==> src/rtl/aspk_pkg.sv <==
package aspk_pkg;
  localparam int SMP_W = 24;
  localparam int SP_N  = 4;
  localparam int CH_N  = 2 * SP_N;
  localparam int SP_W  = 2 * SMP_W + 8;
  localparam int HDR_W = 24;
  localparam logic [7:0] HB0_AUDIO = 8'h02;
  localparam logic [7:0] HB0_NULL  = 8'h00;

  // effective channel count for the current control word
  function automatic logic [3:0] lane_count(logic [2:0] code, logic layout, logic keep_odd);
    logic [3:0] n;
    if (!layout) return 4'd2;
    n = (code == 3'b111) ? 4'd8 : {1'b0, code} + 4'd2;
    if (!keep_odd && n[0]) n = n + 4'd1;
    return n;
  endfunction

  // subpacket k is in use when it holds at least one channel
  function automatic logic [SP_N-1:0] present_mask(logic [3:0] n);
    logic [SP_N-1:0] m;
    for (int k = 0; k < SP_N; k++) m[k] = (4'(2 * k) < n);
    return m;
  endfunction

  // parity bit that makes sample, V, U and C together even
  function automatic logic even_par(logic [SMP_W-1:0] s, logic v, logic u);
    return ^{s, 1'b0, u, v};
  endfunction
endpackage

==> src/rtl/aspk_run_gate.sv <==
module aspk_run_gate (
  input  logic clk,
  input  logic rst_n,
  input  logic en,
  input  logic vb_start,
  input  logic act_end,
  output logic running
);
  always_ff @(posedge clk) begin
    if (!rst_n) running <= 1'b0;
    else if (!running && en && vb_start) running <= 1'b1;
    else if (running && !en && act_end) running <= 1'b0;
  end

  AST_START_AT_VBLANK: assert property (@(posedge clk) disable iff (!rst_n)
    $rose(running) |-> $past(vb_start) && $past(en));
  AST_STOP_AT_FRAME_END: assert property (@(posedge clk) disable iff (!rst_n)
    $fell(running) |-> $past(act_end) && !$past(en));
endmodule

==> src/rtl/aspk_block_ctr.sv <==
module aspk_block_ctr #(
  parameter int BLOCK_LEN = 192
) (
  input  logic clk,
  input  logic rst_n,
  input  logic first_take,
  input  logic first_tag,
  input  logic frame_done,
  output logic blk_start
);
  localparam int IW = $clog2(BLOCK_LEN);
  localparam logic [IW-1:0] LAST_IDX = IW'(BLOCK_LEN - 1);

  logic [IW-1:0] next_pos, cur_idx;
  logic tag_q;

  assign cur_idx   = tag_q ? '0 : next_pos;
  assign blk_start = (cur_idx == '0);

  always_ff @(posedge clk) begin
    if (!rst_n) begin
      tag_q    <= 1'b0;
      next_pos <= '0;
    end else begin
      if (first_take) tag_q <= first_tag;
      else if (frame_done) tag_q <= 1'b0;
      if (frame_done) next_pos <= (cur_idx == LAST_IDX) ? '0 : cur_idx + 1'b1;
    end
  end

  AST_POS_RANGE: assert property (@(posedge clk) disable iff (!rst_n)
    int'(next_pos) < BLOCK_LEN);
  AST_TAG_RESTARTS: assert property (@(posedge clk) disable iff (!rst_n)
    frame_done && tag_q |=> next_pos == IW'(1));
endmodule

==> src/rtl/aspk_pkt_build.sv <==
module aspk_pkt_build
  import aspk_pkg::*;
(
  input  logic                    is_null,
  input  logic                    is_silent,
  input  logic [CH_N*SMP_W-1:0]   smp,
  input  logic [3:0]              lanes,
  input  logic                    layout,
  input  logic                    flat_cfg,
  input  logic                    u_force,
  input  logic                    v_keep,
  input  logic                    blk_start,
  input  logic                    b_all,
  output logic [HDR_W-1:0]        hdr,
  output logic [SP_N*SP_W-1:0]    body
);
  logic [SP_N-1:0] pres, flat_m, b_m;

  assign pres   = present_mask(lanes);
  assign flat_m = (is_silent || flat_cfg) ? pres : '0;

  always_comb begin
    b_m = '0;
    if (blk_start) begin
      if (layout && b_all) b_m = pres;
      else b_m[0] = 1'b1;
    end
  end

  for (genvar k = 0; k < SP_N; k++) begin : g_sub
    logic [SMP_W-1:0] l_s, r_s;
    logic             l_p, r_p;
    assign l_s = (pres[k] && !is_silent) ? smp[(2*k)*SMP_W +: SMP_W]   : '0;
    assign r_s = (pres[k] && !is_silent) ? smp[(2*k+1)*SMP_W +: SMP_W] : '0;
    assign l_p = even_par(l_s, v_keep, u_force);
    assign r_p = even_par(r_s, v_keep, u_force);
    assign body[k*SP_W +: SP_W] = (pres[k] && !is_null)
      ? {r_p, 1'b0, u_force, v_keep, l_p, 1'b0, u_force, v_keep, r_s, l_s}
      : '0;
  end

  assign hdr = is_null ? '0 : {b_m, flat_m, 3'b000, layout, pres, HB0_AUDIO};
endmodule

==> src/rtl/hdmi_aud_pktz.sv <==
module hdmi_aud_pktz
  import aspk_pkg::*;
#(
  parameter int BLOCK_LEN = 192
) (
  input  logic                 clk,
  input  logic                 rst_n,
  input  logic                 cfg_enable,
  input  logic                 cfg_layout,
  input  logic [2:0]           cfg_lanes,
  input  logic [1:0]           cfg_format,
  input  logic                 cfg_keep_odd,
  input  logic                 cfg_flat,
  input  logic                 cfg_u_force,
  input  logic                 cfg_v_keep,
  input  logic                 cfg_b_all,
  input  logic                 cfg_silent,
  input  logic                 vblank_start,
  input  logic                 active_end,
  input  logic                 src_avail,
  input  logic                 s_valid,
  output logic                 s_ready,
  input  logic [SMP_W-1:0]     s_data,
  input  logic [2:0]           s_chan,
  input  logic                 s_frame_start,
  output logic                 p_valid,
  input  logic                 p_ready,
  output logic [HDR_W-1:0]     p_header,
  output logic [SP_N*SP_W-1:0] p_body
);
  logic                    running, fmt_ok, take, in_range, frame_done, pending;
  logic                    filler_go, pkt_load, blk_start;
  logic [3:0]              lanes;
  logic [CH_N*SMP_W-1:0]   buf_q, buf_now;
  logic [HDR_W-1:0]        hdr_w;
  logic [SP_N*SP_W-1:0]    body_w;

  aspk_run_gate u_gate (
    .clk(clk), .rst_n(rst_n), .en(cfg_enable),
    .vb_start(vblank_start), .act_end(active_end), .running(running)
  );

  assign fmt_ok     = (cfg_format == 2'b00);
  assign lanes      = lane_count(cfg_lanes, cfg_layout, cfg_keep_odd);
  assign s_ready    = running && fmt_ok && !p_valid;
  assign take       = s_valid && s_ready;
  assign in_range   = ({1'b0, s_chan} < lanes);
  assign frame_done = take && ({1'b0, s_chan} == lanes - 4'd1);
  assign filler_go  = running && fmt_ok && !p_valid && !src_avail && !pending && !s_valid;
  assign pkt_load   = frame_done || filler_go;

  // current sample merged into the frame buffer, seen by the builder at once
  always_comb begin
    buf_now = buf_q;
    if (take && in_range) buf_now[int'(s_chan)*SMP_W +: SMP_W] = s_data;
  end

  always_ff @(posedge clk) begin
    if (!rst_n) begin
      buf_q   <= '0;
      pending <= 1'b0;
    end else if (frame_done || !running) begin
      buf_q   <= '0;
      pending <= 1'b0;
    end else begin
      buf_q <= buf_now;
      if (take) pending <= 1'b1;
    end
  end

  aspk_block_ctr #(.BLOCK_LEN(BLOCK_LEN)) u_ctr (
    .clk(clk), .rst_n(rst_n),
    .first_take(take && s_chan == 3'd0), .first_tag(s_frame_start),
    .frame_done(frame_done), .blk_start(blk_start)
  );

  aspk_pkt_build u_build (
    .is_null(filler_go && !cfg_silent), .is_silent(filler_go && cfg_silent),
    .smp(buf_now), .lanes(lanes), .layout(cfg_layout), .flat_cfg(cfg_flat),
    .u_force(cfg_u_force), .v_keep(cfg_v_keep),
    .blk_start(blk_start && !filler_go), .b_all(cfg_b_all),
    .hdr(hdr_w), .body(body_w)
  );

  always_ff @(posedge clk) begin
    if (!rst_n) begin
      p_valid  <= 1'b0;
      p_header <= '0;
      p_body   <= '0;
    end else if (pkt_load) begin
      p_valid  <= 1'b1;
      p_header <= hdr_w;
      p_body   <= body_w;
    end else if (p_ready) begin
      p_valid  <= 1'b0;
    end
  end

  AST_HOLD_UNTIL_TAKEN: assert property (@(posedge clk) disable iff (!rst_n)
    p_valid && !p_ready |=> p_valid && $stable(p_header) && $stable(p_body));
  AST_FMT_ONLY_PCM: assert property (@(posedge clk) disable iff (!rst_n)
    pkt_load |-> cfg_format == 2'b00);
  AST_NULL_EMPTY: assert property (@(posedge clk) disable iff (!rst_n)
    p_valid && p_header[7:0] == HB0_NULL |-> p_header == '0 && p_body == '0);
  AST_FLAT_IN_PRESENT: assert property (@(posedge clk) disable iff (!rst_n)
    p_valid |-> (p_header[19:16] & ~p_header[11:8]) == 4'b0000);
  AST_B_IN_PRESENT: assert property (@(posedge clk) disable iff (!rst_n)
    p_valid |-> (p_header[23:20] & ~p_header[11:8]) == 4'b0000);
  AST_NO_LOAD_WHEN_STOPPED: assert property (@(posedge clk) disable iff (!rst_n)
    !running |=> !$rose(p_valid));
endmodule

==> config.mk <==
export PLATFORM = sky130hd
export DESIGN_NAME = hdmi_aud_pktz
export DESIGN_NICKNAME = d
export VERILOG_FILES = /design/src/rtl/aspk_pkg.sv /design/src/rtl/aspk_run_gate.sv /design/src/rtl/aspk_block_ctr.sv /design/src/rtl/aspk_pkt_build.sv /design/src/rtl/hdmi_aud_pktz.sv
export SDC_FILE = /design/constraint.sdc
export NUM_CORES = 1
export LEC_CHECK = 0
export ABC_AREA = 1
export CORE_MARGIN = 10
export CORE_UTILIZATION = 65
export DETAILED_ROUTE_END_ITERATION = 7
export DONT_BUFFER_PORTS = 1
export PLACE_DENSITY = 0.81
export SYNTH_ARGS = -nofsm -noshare
export SYNTH_HDL_FRONTEND = slang
export SYNTH_HIERARCHICAL = 1
export SYNTH_SLANG_ARGS = --single-unit
==> constraint.sdc <==
create_clock -name clk -period 4.1 [get_ports clk]
set_clock_uncertainty 0.15 [all_clocks]
set_input_delay 0.205 -clock clk [delete_from_list [all_inputs] [get_ports clk]]
set_output_delay 0.205 -clock clk [all_outputs]
set_load 0.03 [all_outputs]
# --- Yosys cells after proc, flatten, opt, wreduce, memory -nomap -nowiden ---
# Index checks and enable logic that the tools add are counted.
totals:
  ram_bits: 0
  latch_bits: 0
  ff_bits: 452
  romBits: 0
  input_bits: 48
  wordCells: 110
  n_memories: 0
op_classes:
  div: 0
  n_eq_ne: 3
  n_bitwise: 1
  mux: 30
  shift: 2
  addsub: 5
  n_reduce_logical: 55
  order_cmp: 5
  n_mul: 1
ops:
  columns: ["cell", "count"]
  rows:
  - ["$mux 56", 4]
  - ["$mux 24", 9]
  - ["$reduce_xor 27->1", 8]
  - ["$bwmux 192", 1]
  - ["$mux 192", 1]
  - ["$shift 24x33->192 const A", 1]
  - ["$shiftx 24x33->192", 1]
  - ["$neg 8->33", 1]
  - ["$logic_and 1x1->1", 26]
  - ["$mux 4", 5]
  - ["$mux 8", 2]
  - ["$logic_not 1->1", 11]
  - ["$add 8x1->8 const B", 1]
  - ["$eq 8x8->1 const B", 1]
  - ["$logic_not 8->1", 1]
  - ["$lt 3x4->1 const A", 2]
  - ["$mux 1", 7]
  - ["$reduce_bool 2->1", 3]
  - ["$mul 3x2->5 const B", 1]
  - ["$add 3x2->4 const B", 1]
  - ["$add 4x1->4 const B", 1]
  - ["$eq 3x4->1", 1]
  - ["$lt 1x4->1 const A", 1]
  - ["$lt 2x4->1 const A", 1]
  - ["other kinds (9)", 11]

# --- Logic depth before layout (Yosys ltp) ---
logic_depth:
  depth_word: 12
  depth_mapped: 34
  depth_no_buf: 34

# --- Cells and area by module ---
# Netlist, hierarchy kept.
modules_own_cells:
  columns: ["module", "n_inst", "area_each_um2", "cells_per_inst", "seq_area_each_um2"]
  rows:
  - ["hdmi_aud_pktz", 1, 21789.6, 3215, 8848.5]
  - ["aspk_pkt_build", 1, 6542.5, 1436, 0.0]
  - ["aspk_block_ctr", 1, 555.5, 90, 180.2]
  - ["aspk_run_gate", 1, 37.5, 5, 20.0]

# --- Least setup slack after synthesis ---
# OpenSTA, ideal clock, no wires.
synth_timing:
  path_kind: "input-to-reg"
  start: "in s_chan[0]"
  end: "reg p_body[51]"
  n_path_buf: 2
  setup_time_ns: 0.115
  required_time_ns: 3.835
  setup_slack_ns: 0.391
  t_arrival_ns: 3.444
  stages: 28
  path_cell_list: "ha_1 > inv_1 > fa_1 > xnor2_1 > nor2_1 > ha_1 > inv_1 > clkbuf_1 > clkbuf_1 > nand4_1 > nand2_1 > nand3_1 > nand2_1 > inv_1 > nor2_1 > nand2_1 > o21ai_0 > nand2_1 > nand2_1 > nand2_1 > nand2_1 > nand2_1 > nand2_1 > nand2_1 > nand2_1 > nor2_1 > a21oi_1 > nor2_1"
synth_between:
  elab_chain_len: 8
synth_lines:
  columns: ["item", "line", "text"]
  rows:
  - ["start: declaration", "hdmi_aud_pktz.sv:24", "input logic [2:0] s_chan,"]
  - ["$mul 3x2->5", "hdmi_aud_pktz.sv:55", "if (take && in_range) buf_now[int'(s_chan)*SMP_W +: SMP_W] = s_data;"]
  - ["$neg 8->33", "hdmi_aud_pktz.sv:55", null]
  - ["$shiftx 24x33->192 / $shift 24x33->192 (equally long branches)", "hdmi_aud_pktz.sv:55", null]
  - ["$bwmux 192", "hdmi_aud_pktz.sv:55", null]
  - ["$mux 192 (*)", "hdmi_aud_pktz.sv:55", null]
  - ["named net buf_now[20]", "hdmi_aud_pktz.sv:34", "logic [CH_N*SMP_W-1:0] buf_q, buf_now;"]
  - ["$mux 24 (*)", "aspk_pkt_build.sv:33", "assign l_s = (pres[k] && !is_silent) ? smp[(2*k)*SMP_W +: SMP_W] : '0;"]
  - ["$reduce_xor 27->1 (*)", "aspk_pkg.sv:28", "return ^{s, 1'b0, u, v};"]
  - ["$mux 56 (*)", "aspk_pkt_build.sv:38", "? {r_p, 1'b0, u_force, v_keep, l_p, 1'b0, u_force, v_keep, r_s, l_s}"]
  - ["named net body_w[51]", "hdmi_aud_pktz.sv:36", "logic [SP_N*SP_W-1:0] body_w;"]
  - ["end signal: assignment", "hdmi_aud_pktz.sv:93", "p_body <= body_w;"]
  - ["end: declaration", "hdmi_aud_pktz.sv:29", "output logic [SP_N*SP_W-1:0] p_body"]
# The timed path passes the listed nets; every way through them passes the cells marked *.
# A chain may end at the register's enable or synchronous reset.

# --- Worst setup path after layout ---
# Ends and elaborated chain as after synthesis.

==> run_results.csv <==
group,metric,value,unit
run_status,outcome,"finished with violations",
run_status,violations,"DRC, hold timing",
global_routing,grt_pass1_vias,28093,
setup_path,critPathMaxFanout,32,
routing,antenna_left,0,
routing,drt_wl_total,100800,µm
floorplanning,die_w,231.0,µm
place,place.gp.congestion,1.057,
finish,diodes,0,
routing,num_vias,31360,
setup_path,end_kind,"register",
timing,hold_viol_final,5,
synthesis,async_flop_share,0,
clock_tree,clkLatencyLatePin,610,ps
synthesis,yosysUniqueCellTypes,51,
setup_path,crit_type,"in2reg",
global_routing,antenna_found_initial,1,
global_routing,grt.total_usage,0.3602,
timing,rsz0062_at_grt,"true",
finish,nNetsFinal,4839,
global_routing,grt-ovfl-total,0,
place,dpl_cell_area,29860,µm²
floorplanning,start_util,0.6555,
routing,avgViaCountPerCell,5.807,
global_routing,use_met2,0.5742,
setup_path,cp.required,4430,ps
global_routing,grt_start_max_net_pins,221,
place,place_inst,5237,
finish,final_area,32270,µm²
finish,fillers,3673,
setup_path,critPathSlowestCell,"dlygate4sd3_1",
synthesis,synth.largest_area_cell,"dfxtp_1",
power_and_ir_drop,p_leak,16.40,nW
clock_tree,cts_tree,"yes",
floorplanning,dieArea,53340,µm²
timing,tns,0,ps
timing,max_freq,258.4,MHz
timing,slew_headroom,0.3217,
finish,layoutNonFillerInstCount,5400,
finish,layout.area.seq,9049,µm²
place,port_buffers,0,
routing,routedWlPerCell,18.66,µm
clock_tree,clockRootBuffer,"clkbuf_16",
global_routing,use_met1,0.4680,
clock_tree,path_clk_slew,70,ps
power_and_ir_drop,finalPower,10.65,mW
synthesis,synth_ff_type,"dfxtp_1",
timing,min_period,3870,ps
synthesis,synth_edf_count,0,
synthesis,synth_top_area_frac,0.3128,
floorplanning,ios,298,
setup_path,path_common_cell,"nand2_1",
clock_tree,numCtsBuffers,48,
synthesis,synth-seq-area-share,0.3128,
flow_run,drv_cap,0,
setup_path,arrival,4200,ps
synthesis,syn_area,28930,µm²
synthesis,synth_area_leaders,"dfxtp_1 (31%), nand2_1 (18%), nor2_1 (8.4%)",
setup_path,start_kind,"input port",
synthesis,syn_avg_cell_area,6.095,µm²
global_routing,grt.busiest_layer,"met2",
worst_hold_path,hp-class,"in2reg",
clock_tree,cts_htree_levels,2,
synthesis,synthesis.instances,4746,
routing,firstDrtPassIters,8,
routing,route.detailed.drc,14,
place,dp_hpwl,70870,µm
routing,drtIter0Drc,3884,
power_and_ir_drop,p_per_area,330.2,nW/µm²
clock_tree,cts_sinks,452,
setup_path,max_stage_delay,580,ps
synthesis,ys.warnings.count,6,
timing,setup_viol,0,
global_routing,gr-usage-met3,0.06328,
power_and_ir_drop,vdd_ir_drop_max,362.2,µV
global_routing,grt_pass1_wl,155500,µm
floorplanning,fp.dieH,231.0,µm
finish,multiInputGateArea,16510,µm²
finish,area_delta_synth_final,11.56,%
timing,drv_slew,0,
synthesis,ys_ff_latch,452,
finish,drive_above_1_share,0.08860,
floorplanning,core_area,44120,µm²
timing,fin_hold_ws,-16.68,ps
floorplanning,row_count,77,
timing,fin_crit_sh,0.9438,
timing,worst_slew_pin_slew,1018,ps
clock_tree,clockBufferDepth,3,
-- metal layers --
| layer | vias up | wire length [µm] | share of wire |
|---|---|---|---|
| met3 | 323 | 9664 | 0.096 |
| met4 | 2 | 4752 | 0.047 |
| met2 | 1581 | 45740 | 0.45 |
| met1 | 14325 | 40610 | 0.40 |
| met5 | - | 13 | 0.00013 |
| li1 | 15129 | - | - |
-- stage by stage --
step / setup slack [ps] / util
2_1_floorplan: 391.4 / -
5_1_grt: -105.1 / 0.7313
6_report: 230.2 / 0.7313
3_3_place_gp: 65.09 / 0.6768
4_1_cts: 90.56 / 0.7301
3_5_place_dp: -61.41 / 0.6768
-- kinds of logic (layout without fill, tap and decap cells) --
kind of cell,after synthesis,in the layout,share of synthesized area
AND/OR/NAND/NOR,2901,2901,0.4563
buffers and inverters,802,847,0.1201
AO/OA/AOI/OAI,561,561,0.09910
flip-flops,452,452,0.3128
adder cells (fa/ha/maj),17,17,0.007613
XOR/XNOR,12,12,0.003893
other,1,18,0.0001296
-- power breakdown --
group / internal [mW] / leakage (nW) / switching (mW)
Sequential: 4.42 / 3.64 / 0.0877
Combinational: 0.456 / 12.0 / 1.15
Clock: 2.63 / 0.784 / 1.91
Total: 7.51 / 16.4 / 3.14
-- layout make-up --
type,count,share of cell area
clock buffers,61,0.04029
clock inverters,23,0.009461
inverters,482,0.05645
multi-input cells,3509,0.5115
flip-flops and latches,452,0.2804
well taps,592,0.02295
repair buffers,281,0.07894
-- cell usage in the layout, fill, tap and decap left out, types with 6 or more instances in the layout --
cell           count
nor3_1           114
nand2_1         1381
ha_1              16
nand2_4           12
clkinv_2           8
nand3_2           10
nand4_2            8
buf_4            189
nor2_4            10
nand2_2           24
nand3_4            6
o21ai_1           53
nand3b_1         257
inv_2             29
buf_12            19
inv_1            444
nand3_1          300
conb_1            18
clkbuf_16         48
clkbuf_1           8
nor3b_1            7
clkinv_1           6
bufinv_16          6
nor2_1           647
dlygate4sd3_1     72
dfxtp_1          452
xor2_1             6
o21ai_0           90
a21oi_1          394
nand4_1           87
nor2_2            18
-- state kept, by name, summed over array words and instances, names as in the netlist --
name	flops
buf_q	192
p_valid	1
u_ctr/next_pos	8
p_header	24
u_ctr/tag_q	1
p_body	224
pending	1
u_gate/running	1
-- cell usage after synthesis, types with 2 or more instances --
cell type,instances
nand2_1,1383
nor2_1,649
dfxtp_1,452
inv_1,445
a21oi_1,394
nand3_1,302
nand3b_1,257
nor3_1,114
buf_2,111
clkbuf_1,108
o21ai_0,90
nand4_1,87
o21ai_1,53
buf_4,49
buf_1,35
inv_2,28
nand2_2,22
nor2_2,17
buf_6,16
ha_1,16
nand2_4,12
nand3_2,10
nor2_4,9
nand4_2,8
clkinv_1,7
nor3b_1,7
xor2_1,6
and2_1,5
o22ai_1,5
or2_2,5
xnor2_1,5
a21oi_2,4
a31oi_1,4
nand3_4,4
o21ai_2,4
o21bai_1,3
a211oi_1,2
inv_4,2
nand4_4,2
nor2_8,2
o211ai_1,2
-- critical path: cells and delay by family --
| family | cells | cell delay [ps] |
|---|---|---|
| adders and majority gates | 2 | 590 |
| buffers and inverters | 9 | 1700 |
| and+or+nand+nor | 17 | 1450 |
| AOI/OAI and AO/OA | 2 | 230 |
-- worst paths after layout --
path	startpoint	end	slack (ps)	cells after the start
worst max register to register	p_valid	p_header[21]	240	13
worst max-delay path	s_chan[0]	p_body[51]	230	30
worst min-delay path	rst_n	p_body[213]	-20	3
worst min register to register	buf_q[180]	buf_q[180]	320	2
-- timing repair --
item / 4_1_cts / 5_1_grt
hold buffers: 73 / 0
endpoints found under the hold margin: 316 / 0
setup buffers: 0 / 8
setup endpoints to repair: 0 / 4
resized for setup: 0 / 4
Note: power is estimated with default switching activity, not from simulation.
